**config.mk**
```make
export PLATFORM = sky130hd
export DESIGN_NAME = gbx_packer
export DESIGN_NICKNAME = d
export VERILOG_FILES = /design/src/rtl/gbx_pkg.sv /design/src/rtl/gbx_lane_merge.sv /design/src/rtl/gbx_capture.sv /design/src/rtl/gbx_accum.sv /design/src/rtl/gbx_addr_gen.sv /design/src/rtl/gbx_packer.sv
export SDC_FILE = /design/constraint.sdc
export NUM_CORES = 2
export LEC_CHECK = 0
export BUFFER_PORTS_ARGS = -buffer_cell sky130_fd_sc_hd__buf_2
export CORE_ASPECT_RATIO = 1.5
export CORE_MARGIN = 4
export CORE_UTILIZATION = 41
export CTS_CLUSTER_DIAMETER = 80
export DETAILED_ROUTE_END_ITERATION = 8
export HOLD_SLACK_MARGIN = 0.06
export MAX_ROUTING_LAYER = met4
export PLACE_DENSITY_LB_ADDON = 0.12
export RECOVER_POWER = 50
export SETUP_SLACK_MARGIN = 0.5
export SLEW_MARGIN = 20
export SYNTH_ARGS = -nofsm -noshare
export SYNTH_HDL_FRONTEND = slang
export SYNTH_SLANG_ARGS = --single-unit
```
**constraint.sdc**
```tcl
create_clock -name clk -period 4.5 [get_ports clk]
set_input_delay 0.45 -clock clk [delete_from_list [all_inputs] [get_ports clk]]
set_output_delay 0.45 -clock clk [all_outputs]
set_load 0.005 [all_outputs]
```
**src/rtl/gbx_pkg.sv**
```systemverilog
package gbx_pkg;

   // Width needed to hold a count from 0 up to and including max_val.
   function automatic int gbx_count_w(input int max_val);
      int w;
      w = 1;
      while ((1 << w) <= max_val) w++;
      return w;
   endfunction

   // Advance a wrapping pointer by step, modulo 2**width.
   function automatic logic [31:0] gbx_wrap_add(input logic [31:0] base,
                                                input int          step,
                                                input int          width);
      logic [31:0] mask;
      mask = (width >= 32) ? 32'hFFFF_FFFF : ((32'd1 << width) - 32'd1);
      return (base + 32'(step)) & mask;
   endfunction

endpackage

```
**src/rtl/gbx_lane_merge.sv**
```systemverilog
module gbx_lane_merge #(
   parameter int NUM_LANES = 12,
   parameter int LANE_W    = 14,
   localparam int IN_W     = NUM_LANES * LANE_W
) (
   input  logic [NUM_LANES-1:0] lane_valid,
   input  logic [IN_W-1:0]      lane_data,
   output logic                 word_ok,
   output logic [IN_W-1:0]      word
);

   // Each lane takes its own slice of the joined word, lane 0 lowest.
   for (genvar g = 0; g < NUM_LANES; g++) begin : g_lane
      assign word[g*LANE_W +: LANE_W] = lane_data[g*LANE_W +: LANE_W];
   end

   assign word_ok = &lane_valid;

endmodule

```
**src/rtl/gbx_capture.sv**
```systemverilog
module gbx_capture #(
   parameter int IN_W = 168
) (
   input  logic            clk,
   input  logic            rst,
   input  logic            word_ok,
   input  logic [IN_W-1:0] word,
   output logic            cap_ok,
   output logic [IN_W-1:0] cap_word
);

   always_ff @(posedge clk) begin
      if (rst) begin
         cap_ok   <= 1'b0;
         cap_word <= '0;
      end else begin
         cap_ok   <= word_ok;
         cap_word <= word;
      end
   end

endmodule

```
**src/rtl/gbx_accum.sv**
```systemverilog
module gbx_accum #(
   parameter int IN_W     = 168,
   parameter int OUT_W    = 576,
   parameter int CNT_W    = 10,
   localparam int ACC_W   = OUT_W + IN_W,
   localparam int SUM_W   = gbx_pkg::gbx_count_w(OUT_W + IN_W)
) (
   input  logic             clk,
   input  logic             rst,
   input  logic             cap_ok,
   input  logic [IN_W-1:0]  cap_word,
   output logic             emit_next,
   output logic             out_valid,
   output logic [OUT_W-1:0] out_data,
   output logic [CNT_W-1:0] held_bits
);

   logic [ACC_W-1:0] acc_q;
   logic [ACC_W-1:0] merged;
   logic [SUM_W-1:0] sum;

   // New word lands just above the bits already held.
   assign merged    = acc_q | (ACC_W'(cap_word) << held_bits);
   assign sum       = SUM_W'(held_bits) + SUM_W'(IN_W);
   assign emit_next = cap_ok && (sum >= SUM_W'(OUT_W));

   always_ff @(posedge clk) begin
      if (rst) begin
         acc_q     <= '0;
         held_bits <= '0;
         out_valid <= 1'b0;
         out_data  <= '0;
      end else begin
         out_valid <= 1'b0;
         if (cap_ok) begin
            if (emit_next) begin
               out_valid <= 1'b1;
               out_data  <= merged[OUT_W-1:0];
               acc_q     <= merged >> OUT_W;
               held_bits <= CNT_W'(sum - SUM_W'(OUT_W));
            end else begin
               acc_q     <= merged;
               held_bits <= CNT_W'(sum);
            end
         end
      end
   end

endmodule

```
**src/rtl/gbx_addr_gen.sv**
```systemverilog
module gbx_addr_gen #(
   parameter int ADDR_W    = 12,
   parameter int RST_SKIP  = 2
) (
   input  logic              clk,
   input  logic              rst,
   input  logic              emit_next,
   output logic [ADDR_W-1:0] out_addr
);

   logic [ADDR_W-1:0] ptr_q    = '0;
   logic [ADDR_W-1:0] addr_q   = '0;
   logic              rst_seen = 1'b0;

   always_ff @(posedge clk) begin
      rst_seen <= rst;
      if (rst) begin
         if (!rst_seen)
            ptr_q <= ADDR_W'(gbx_pkg::gbx_wrap_add(32'(ptr_q), RST_SKIP, ADDR_W));
      end else if (emit_next) begin
         addr_q <= ptr_q;
         ptr_q  <= ADDR_W'(gbx_pkg::gbx_wrap_add(32'(ptr_q), 1, ADDR_W));
      end
   end

   assign out_addr = addr_q;

endmodule

```
**src/rtl/gbx_packer.sv**
```systemverilog
module gbx_packer #(
   parameter int NUM_LANES = 12,
   parameter int LANE_W    = 14,
   parameter int OUT_W     = 576,
   parameter int ADDR_W    = 12,
   localparam int IN_W     = NUM_LANES * LANE_W,
   localparam int CNT_W    = $clog2(OUT_W)
) (
   input  logic                 clk,
   input  logic                 rst,
   input  logic [NUM_LANES-1:0] in_valid,
   input  logic [IN_W-1:0]      in_data,
   output logic                 out_valid,
   output logic [OUT_W-1:0]     out_data,
   output logic [CNT_W-1:0]     out_overflow,
   output logic [ADDR_W-1:0]    out_addr
);

   if (NUM_LANES < 1 || LANE_W < 1) begin : g_bad_lanes
      $error("gbx_packer: lane count and width must be positive");
   end
   if (IN_W > OUT_W) begin : g_bad_ratio
      $error("gbx_packer: joined input word wider than output word");
   end
   if (ADDR_W < 2 || ADDR_W > 31) begin : g_bad_addr
      $error("gbx_packer: address width out of range");
   end

   logic            word_ok;
   logic [IN_W-1:0] word;
   logic            cap_ok;
   logic [IN_W-1:0] cap_word;
   logic            emit_next;

   gbx_lane_merge #(.NUM_LANES(NUM_LANES), .LANE_W(LANE_W)) merge_i (
      .lane_valid(in_valid),
      .lane_data (in_data),
      .word_ok   (word_ok),
      .word      (word)
   );

   gbx_capture #(.IN_W(IN_W)) cap_i (
      .clk     (clk),
      .rst     (rst),
      .word_ok (word_ok),
      .word    (word),
      .cap_ok  (cap_ok),
      .cap_word(cap_word)
   );

   gbx_accum #(.IN_W(IN_W), .OUT_W(OUT_W), .CNT_W(CNT_W)) acc_i (
      .clk      (clk),
      .rst      (rst),
      .cap_ok   (cap_ok),
      .cap_word (cap_word),
      .emit_next(emit_next),
      .out_valid(out_valid),
      .out_data (out_data),
      .held_bits(out_overflow)
   );

   gbx_addr_gen #(.ADDR_W(ADDR_W), .RST_SKIP(2)) addr_i (
      .clk      (clk),
      .rst      (rst),
      .emit_next(emit_next),
      .out_addr (out_addr)
   );

endmodule

```
# [Word-level counts from Yosys, hierarchy flattened]
# Cells that the tools add are included.
[totals] n_memories=0 latch_bits=0 inputBits=182 elab_cells=32 out_inout_bits=599 ramBits=0 mem_bits_ro=0 reg_bits=1525
[classes] magnitude_cmp=1 n_mul=0 n_shift=1 eq_ne=1 n_mux=6 n_reduce_logical=7 n_addsub=4 n_bitwise=3 div=0
[op_table] cell="744-bit 2-to-1 mux" count=1
[op_table] cell="744-bit bitwise OR" count=1
[op_table] cell="168-bit by 10-bit << shifter with 744-bit output" count=1
[op_table] cell="12-bit 2-to-1 mux" count=3
[op_table] cell="12-bit by 1-bit adder with 12-bit output, second input constant" count=1
[op_table] cell="12-bit by 2-bit adder with 12-bit output, second input constant" count=1
[op_table] cell="12-bit AND reduction" count=1
[op_table] cell="10-bit by 8-bit adder with 10-bit output, second input constant" count=1
[op_table] cell="10-bit greater-or-equal comparator, second input constant" count=1
[op_table] cell="10-bit 2-to-1 mux" count=1
[op_table] cell="10-bit subtractor, second input constant" count=1
[op_table] cell="2-bit AND reduction" count=3
[op_table] cell="2-bit != test, second input constant" count=1
[op_table] cell="1-bit inverter" count=2
[op_table] cell="2-bit nonzero test" count=1
[op_table] cell="2-bit OR reduction" count=1
[op_table] cell="1-bit logical AND" count=1
[op_table] cell="1-bit 2-to-1 mux" count=1

# [Logic depth before layout (Yosys ltp)]
[logic_depth] depth_word=5 depth_mapped=15 mapped_depth_nobuf=8

# [Cells and area by module]
# From an unflattened synthesis, not the netlist that was laid out.
[unflattened] hier_cells=7632 area_unflattened_um2=69720.6
[modules_own_cells] mod="gbx_accum" instances=1 area_per_inst_um2=62837.8 cells_per_inst=7040 seq_area_each_um2=26585.5
[modules_own_cells] mod="gbx_capture" instances=1 area_per_inst_um2=4545.6 cells_per_inst=356 seq_area_each_um2=3383.2
[modules_own_cells] mod="gbx_lane_merge" instances=1 area_per_inst_um2=1290.0 cells_per_inst=172 seq_area_each_um2=0.0
[modules_own_cells] mod="gbx_addr_gen" instances=1 area_per_inst_um2=1047.3 cells_per_inst=64 seq_area_each_um2=740.7

# [Worst setup path before layout]
# OpenSTA, ideal clock, no wires.
[synth_timing] kind="register to register" startpoint="reg acc_i.held_bits[3]" endpoint="reg addr_i.ptr_q[10], enable pin" period_less_slack_ns=3.628 setup_time_ns=0.402 t_required_ns=4.098 path_stages_with_launch=15 slack_ns=0.872 path_buffers=7 t_arrival_ns=3.226 path_cell_list="dfxtp_1 > buf_6 > buf_6 > buf_2 > and2_1 > buf_2 > nor2_1 > xnor2_1 > ha_1 > clkbuf_1 > a311oi_4 > buf_4 > nand2_1 > clkbuf_1 > o21ai_0"
[synth_between] elab_chain_cells=5
[synth_lines] element="from (decl)" line_no="gbx_accum.sv:15" text="output logic [CNT_W-1:0] held_bits"
[synth_lines] element="from (signal assigned)" line_no="gbx_accum.sv:40" text="held_bits <= CNT_W'(sum - SUM_W'(OUT_W));"
[synth_lines] element="from (signal assigned)" line_no="gbx_accum.sv:43" text="held_bits <= CNT_W'(sum);"
[synth_lines] element="10-bit by 8-bit adder with 10-bit output" line_no="gbx_accum.sv:24" text="assign sum = SUM_W'(held_bits) + SUM_W'(IN_W);"
[synth_lines] element="10-bit greater-or-equal comparator" line_no="gbx_accum.sv:25" text="assign emit_next = cap_ok && (sum >= SUM_W'(OUT_W));"
[synth_lines] element="1-bit logical AND" line_no="gbx_accum.sv:25"
[synth_lines] element="2-bit nonzero test (no source line)"
[synth_lines] element="2-bit AND reduction (no source line)"
[synth_lines] element="to (signal assigned)" line_no="gbx_addr_gen.sv:19" text="ptr_q <= ADDR_W'(gbx_pkg::gbx_wrap_add(32'(ptr_q), RST_SKIP, ADDR_W));"
[synth_lines] element="to (signal assigned)" line_no="gbx_addr_gen.sv:22" text="ptr_q <= ADDR_W'(gbx_pkg::gbx_wrap_add(32'(ptr_q), 1, ADDR_W));"
[synth_lines] element="to (decl)" line_no="gbx_addr_gen.sv:11" text="logic [ADDR_W-1:0] ptr_q = '0;"
# No other way between the ends.
# A chain may end at the register's enable or synchronous reset.

# [Worst setup path after layout]
[layout_timing] startpoint="reg acc_i.held_bits[8]" endpoint="reg acc_i.acc_q[331]"
[layout_between] elab_chain_cells=4 elab_cells_between_ends=6 cone_classes="add/sub (1); order compare (1); shift (1); mux (1); bitwise (1); reduce/logical (1)"
[layout_lines] element="10-bit by 8-bit adder with 10-bit output" line_no="gbx_accum.sv:24"
[layout_lines] element="10-bit greater-or-equal comparator" line_no="gbx_accum.sv:25"
[layout_lines] element="1-bit logical AND" line_no="gbx_accum.sv:25"
[layout_lines] element="744-bit 2-to-1 mux *" line_no="gbx_accum.sv:36" text="if (emit_next) begin"
[layout_lines] element="to (signal assigned)" line_no="gbx_accum.sv:39" text="acc_q <= merged >> OUT_W;"
[layout_lines] element="to (signal assigned)" line_no="gbx_accum.sv:42" text="acc_q <= merged;"
[layout_lines] element="to (decl)" line_no="gbx_accum.sv:18" text="logic [ACC_W-1:0] acc_q;"
# Mark *: on every way between the ends. The rest lies on a longest branch, timed or not.

==> run summary <==
Critical path data arrival time = 4920 ps
Headroom to the max-slew limit = -0.8362
Hold WS = 100.6 ps
Critical path's slowest cell = dfxtp_1
Power per cell area = 334.9 nW/um^2
TritonCTS clock tree = built
ANT nets after route = 0
Top post-synthesis cells by area = dfxtp_1 43%, mux4_2 6.8%, a221oi_1 5.3%, nor2_1 5.2%, a21oi_1 5.0%
WS Path Type = register to register
CTS Buffer Depth = 3
DRC = 0
Area share of the largest cell type after synthesis = 0.4343
Crit share post-route = 0.9276
Max stage delay on crit path = 1220 ps
Routed wl met2 = 182.3 mm
Initial antenna violation count = 36
Area of the multi-input gates = 35,340 um^2
Status = finished, violations left
Worst Hold Class = input pin to register
H-tree lvl count = 4
Total wire length = 434.3 mm
Rows = 184
Core area = 167,600 um^2
CTS buffer count = 147
Vias in the first global route = 68,153
CP Max Fanout = 53
RSZ-0062 raised after global routing = no
Skew-Pair Late Insertion Delay = 850 ps
Layout cells sized above 1 = 0.2063
CTS sink count = 1,522
Die Height = 510.6 um
Filler cell count = 16,211
Cell taking the most area after synthesis = dfxtp_1
Ys async rst share = 0
Sequential Area = 30,730 um^2
Vias per std cell = 6.661
Failing checks = max-capacitance violations, max-slew violations
Synthesized cell area = 69,060 um^2
First-pass GRT wire length = 584.5 mm
CP Cell Sequence = nand2b_1 -> nor2_4 -> buf_4 -> a221oi_1 -> nor3_1
All-Layer GR Usage = 0.4924
Overflow after GRT = 0
DR iter-0 viols = 10,488
Distinct cell type count after synthesis = 97
Wire per inst = 39.35 um
Peak Freq = 239.6 MHz
Nets = 8,840
Post-route setup TNS = 0 ps
Clock skew = 54.84 ps
CTS clk-pin slew, worst paths = 60 ps
CP delay by family, top = simple AND/OR/NAND/NOR gates
Largest net degree at the start of global routing = 183
Met3 WL post-DR = 47.17 mm
Crit path time final = 4174 ps
1st-pass router iterations = 7
Peak supply drop = 0.0003319 V
Seq cells post-synth = 1,522
RePlAce Congestion = 1.117
Io pins = 781
Cell area after placement = 79,910 um^2
Vias = 73,524
CP bufs+invs = 1
Leakage = 30.87 nW
Design area = 86,120 um^2
Post-DP HPWL = 319.4 mm
Count leader, synth = dfxtp_1
Hold violation total from the final report = 0
Worst setup EP type = register
CP Launch Type = register
Syn-to-layout area delta = 24.71%
Most used flip-flop cell after synthesis = dfxtp_1
M1 wire length = 152.6 mm
Register area share after synthesis = 0.4447
Number of flops mapped to enable cells by yosys = 24
Commonest cells in the netlist = 1,498 x dfxtp_1, 965 x nor2_1, 694 x a21oi_1
Final setup vio count = 0
Max-slew violations = 219
Number of max-cap violations = 2
YS warnings = 0
Tightest Pin Transition = 2754 ps
Syn avg cell area = 9.160 um^2
Worst EP required = 5240 ps
Die area = 175,200 um^2
IO Port Bufs = 777
Die Width = 343.1 um
Root Buffer = clkbuf_16
Initial Util = 0.4120
Mapped Cells = 7,539
Max layer used = met4
[sequential cells by signal (all words and copies together), names as in the netlist]
signal / flops
addr_i.rst_seen: 1
cap_i.cap_ok: 1
acc_i.acc_q: 744
acc_i.out_data: 576
acc_i.out_valid: 1
addr_i.ptr_q: 12
cap_i.cap_word: 168
acc_i.held_bits: 7
addr_i.out_addr: 12
[worst paths after layout]
| check | startpoint | endpoint | slack, ps | cells past startpoint |
|---|---|---|---|---|
| max reg2reg | acc_i.held_bits[8]$_SDFFE_PP0P_ | acc_i.acc_q[331]$_SDFFE_PP0P_ | 330 | 5 |
| min | in_data[152] | cap_i.cap_word[152]$_SDFF_PP0_ | 100 | 2 |
| min reg2reg | acc_i.acc_q[198]$_SDFFE_PP0P_ | acc_i.out_data[198]$_SDFFE_PP0P_ | 450 | 2 |
| max | acc_i.held_bits[8]$_SDFFE_PP0P_ | acc_i.acc_q[331]$_SDFFE_PP0P_ | 330 | 5 |
[power by group]
part,internal (mW),switching (mW),leakage (nW)
Clock,7.15,5.92,2.48
Sequential,13.6,0.271,12.3
Combinational,0.640,1.27,16.1
[metal layers]
layer / global-route usage / vias up
met5: - / -
met4: 0.4482 / 0
met3: 0.1459 / 1601
met2: 0.6981 / 5347
met1: 0.5545 / 36176
li1: - / 30400
[cells in the final DEF, fill, tap and decap left out, types with 176 or more instances in the layout]
cell type	n
mux4_2	209
a211oi_1	333
dfxtp_1	1492
nor2_1	950
clkbuf_1	461
buf_4	568
nor3_1	397
nor2b_1	176
o21ai_0	477
buf_2	362
nand2_1	527
a221oi_1	417
a21oi_1	688
[kinds of logic (layout without fill, tap and decap cells)]
| group | Yosys count | in the layout | share of synthesized area |
|---|---|---|---|
| AO/OA/AOI/OAI | 2457 | 2457 | 0.2380 |
| AND/OR/NAND/NOR | 2264 | 2264 | 0.1447 |
| flip-flops | 1522 | 1522 | 0.4447 |
| buffers and inverters | 736 | 1965 | 0.04993 |
| multiplexers | 538 | 538 | 0.1194 |
| XOR/XNOR | 16 | 16 | 0.002247 |
| adder cells (fa/ha/maj) | 5 | 5 | 0.0009059 |
| other | 1 | 39 | 0.00005430 |
[stage by stage]
| stage | utilization | worst slack (ps) | std cells | power [mW] |
|---|---|---|---|---|
| finish | 0.5139 | 325.8 | 11038 | 28.84 |
| global route | 0.5137 | 271.6 | 11027 | 29.34 |
| CTS | 0.5170 | 619.4 | 11000 | 28.73 |
| detailed placement | 0.4768 | 452.2 | 10563 | 15.80 |
| global placement | 0.4767 | 526.1 | 10563 | 15.80 |
| floorplan | - | 872.3 | 7541 | 14.68 |
[worst register-to-register path: stages, from the launching register on]
cell and delay [ps]:
dfxtp_1 1220, nand2b_1 980, nor2_4 310, buf_4 780
a221oi_1 530, nor3_1 290
[cell type report]
| type | count | area share |
|---|---|---|
| multi-input combinational | 5283 | 0.4103 |
| timing repair buffer | 1677 | 0.1401 |
| sequential | 1522 | 0.3568 |
| tap | 2232 | 0.03243 |
| clock inverter | 60 | 0.008877 |
| inverter | 22 | 0.001075 |
| clock buffer | 206 | 0.04937 |
| antenna | 36 | 0.001046 |
[repair_timing]
| action | CTS | global route |
|---|---|---|
| buffers inserted | 0 | 0 |
| pin swaps | 0 | 0 |
| gates resized for setup | 1 | 1 |
| endpoints found under the setup margin | 1 | 1 |
| hold endpoints to repair | 169 | 0 |
| hold buffers | 171 | 0 |
Power figures use the tool's default switching activity.
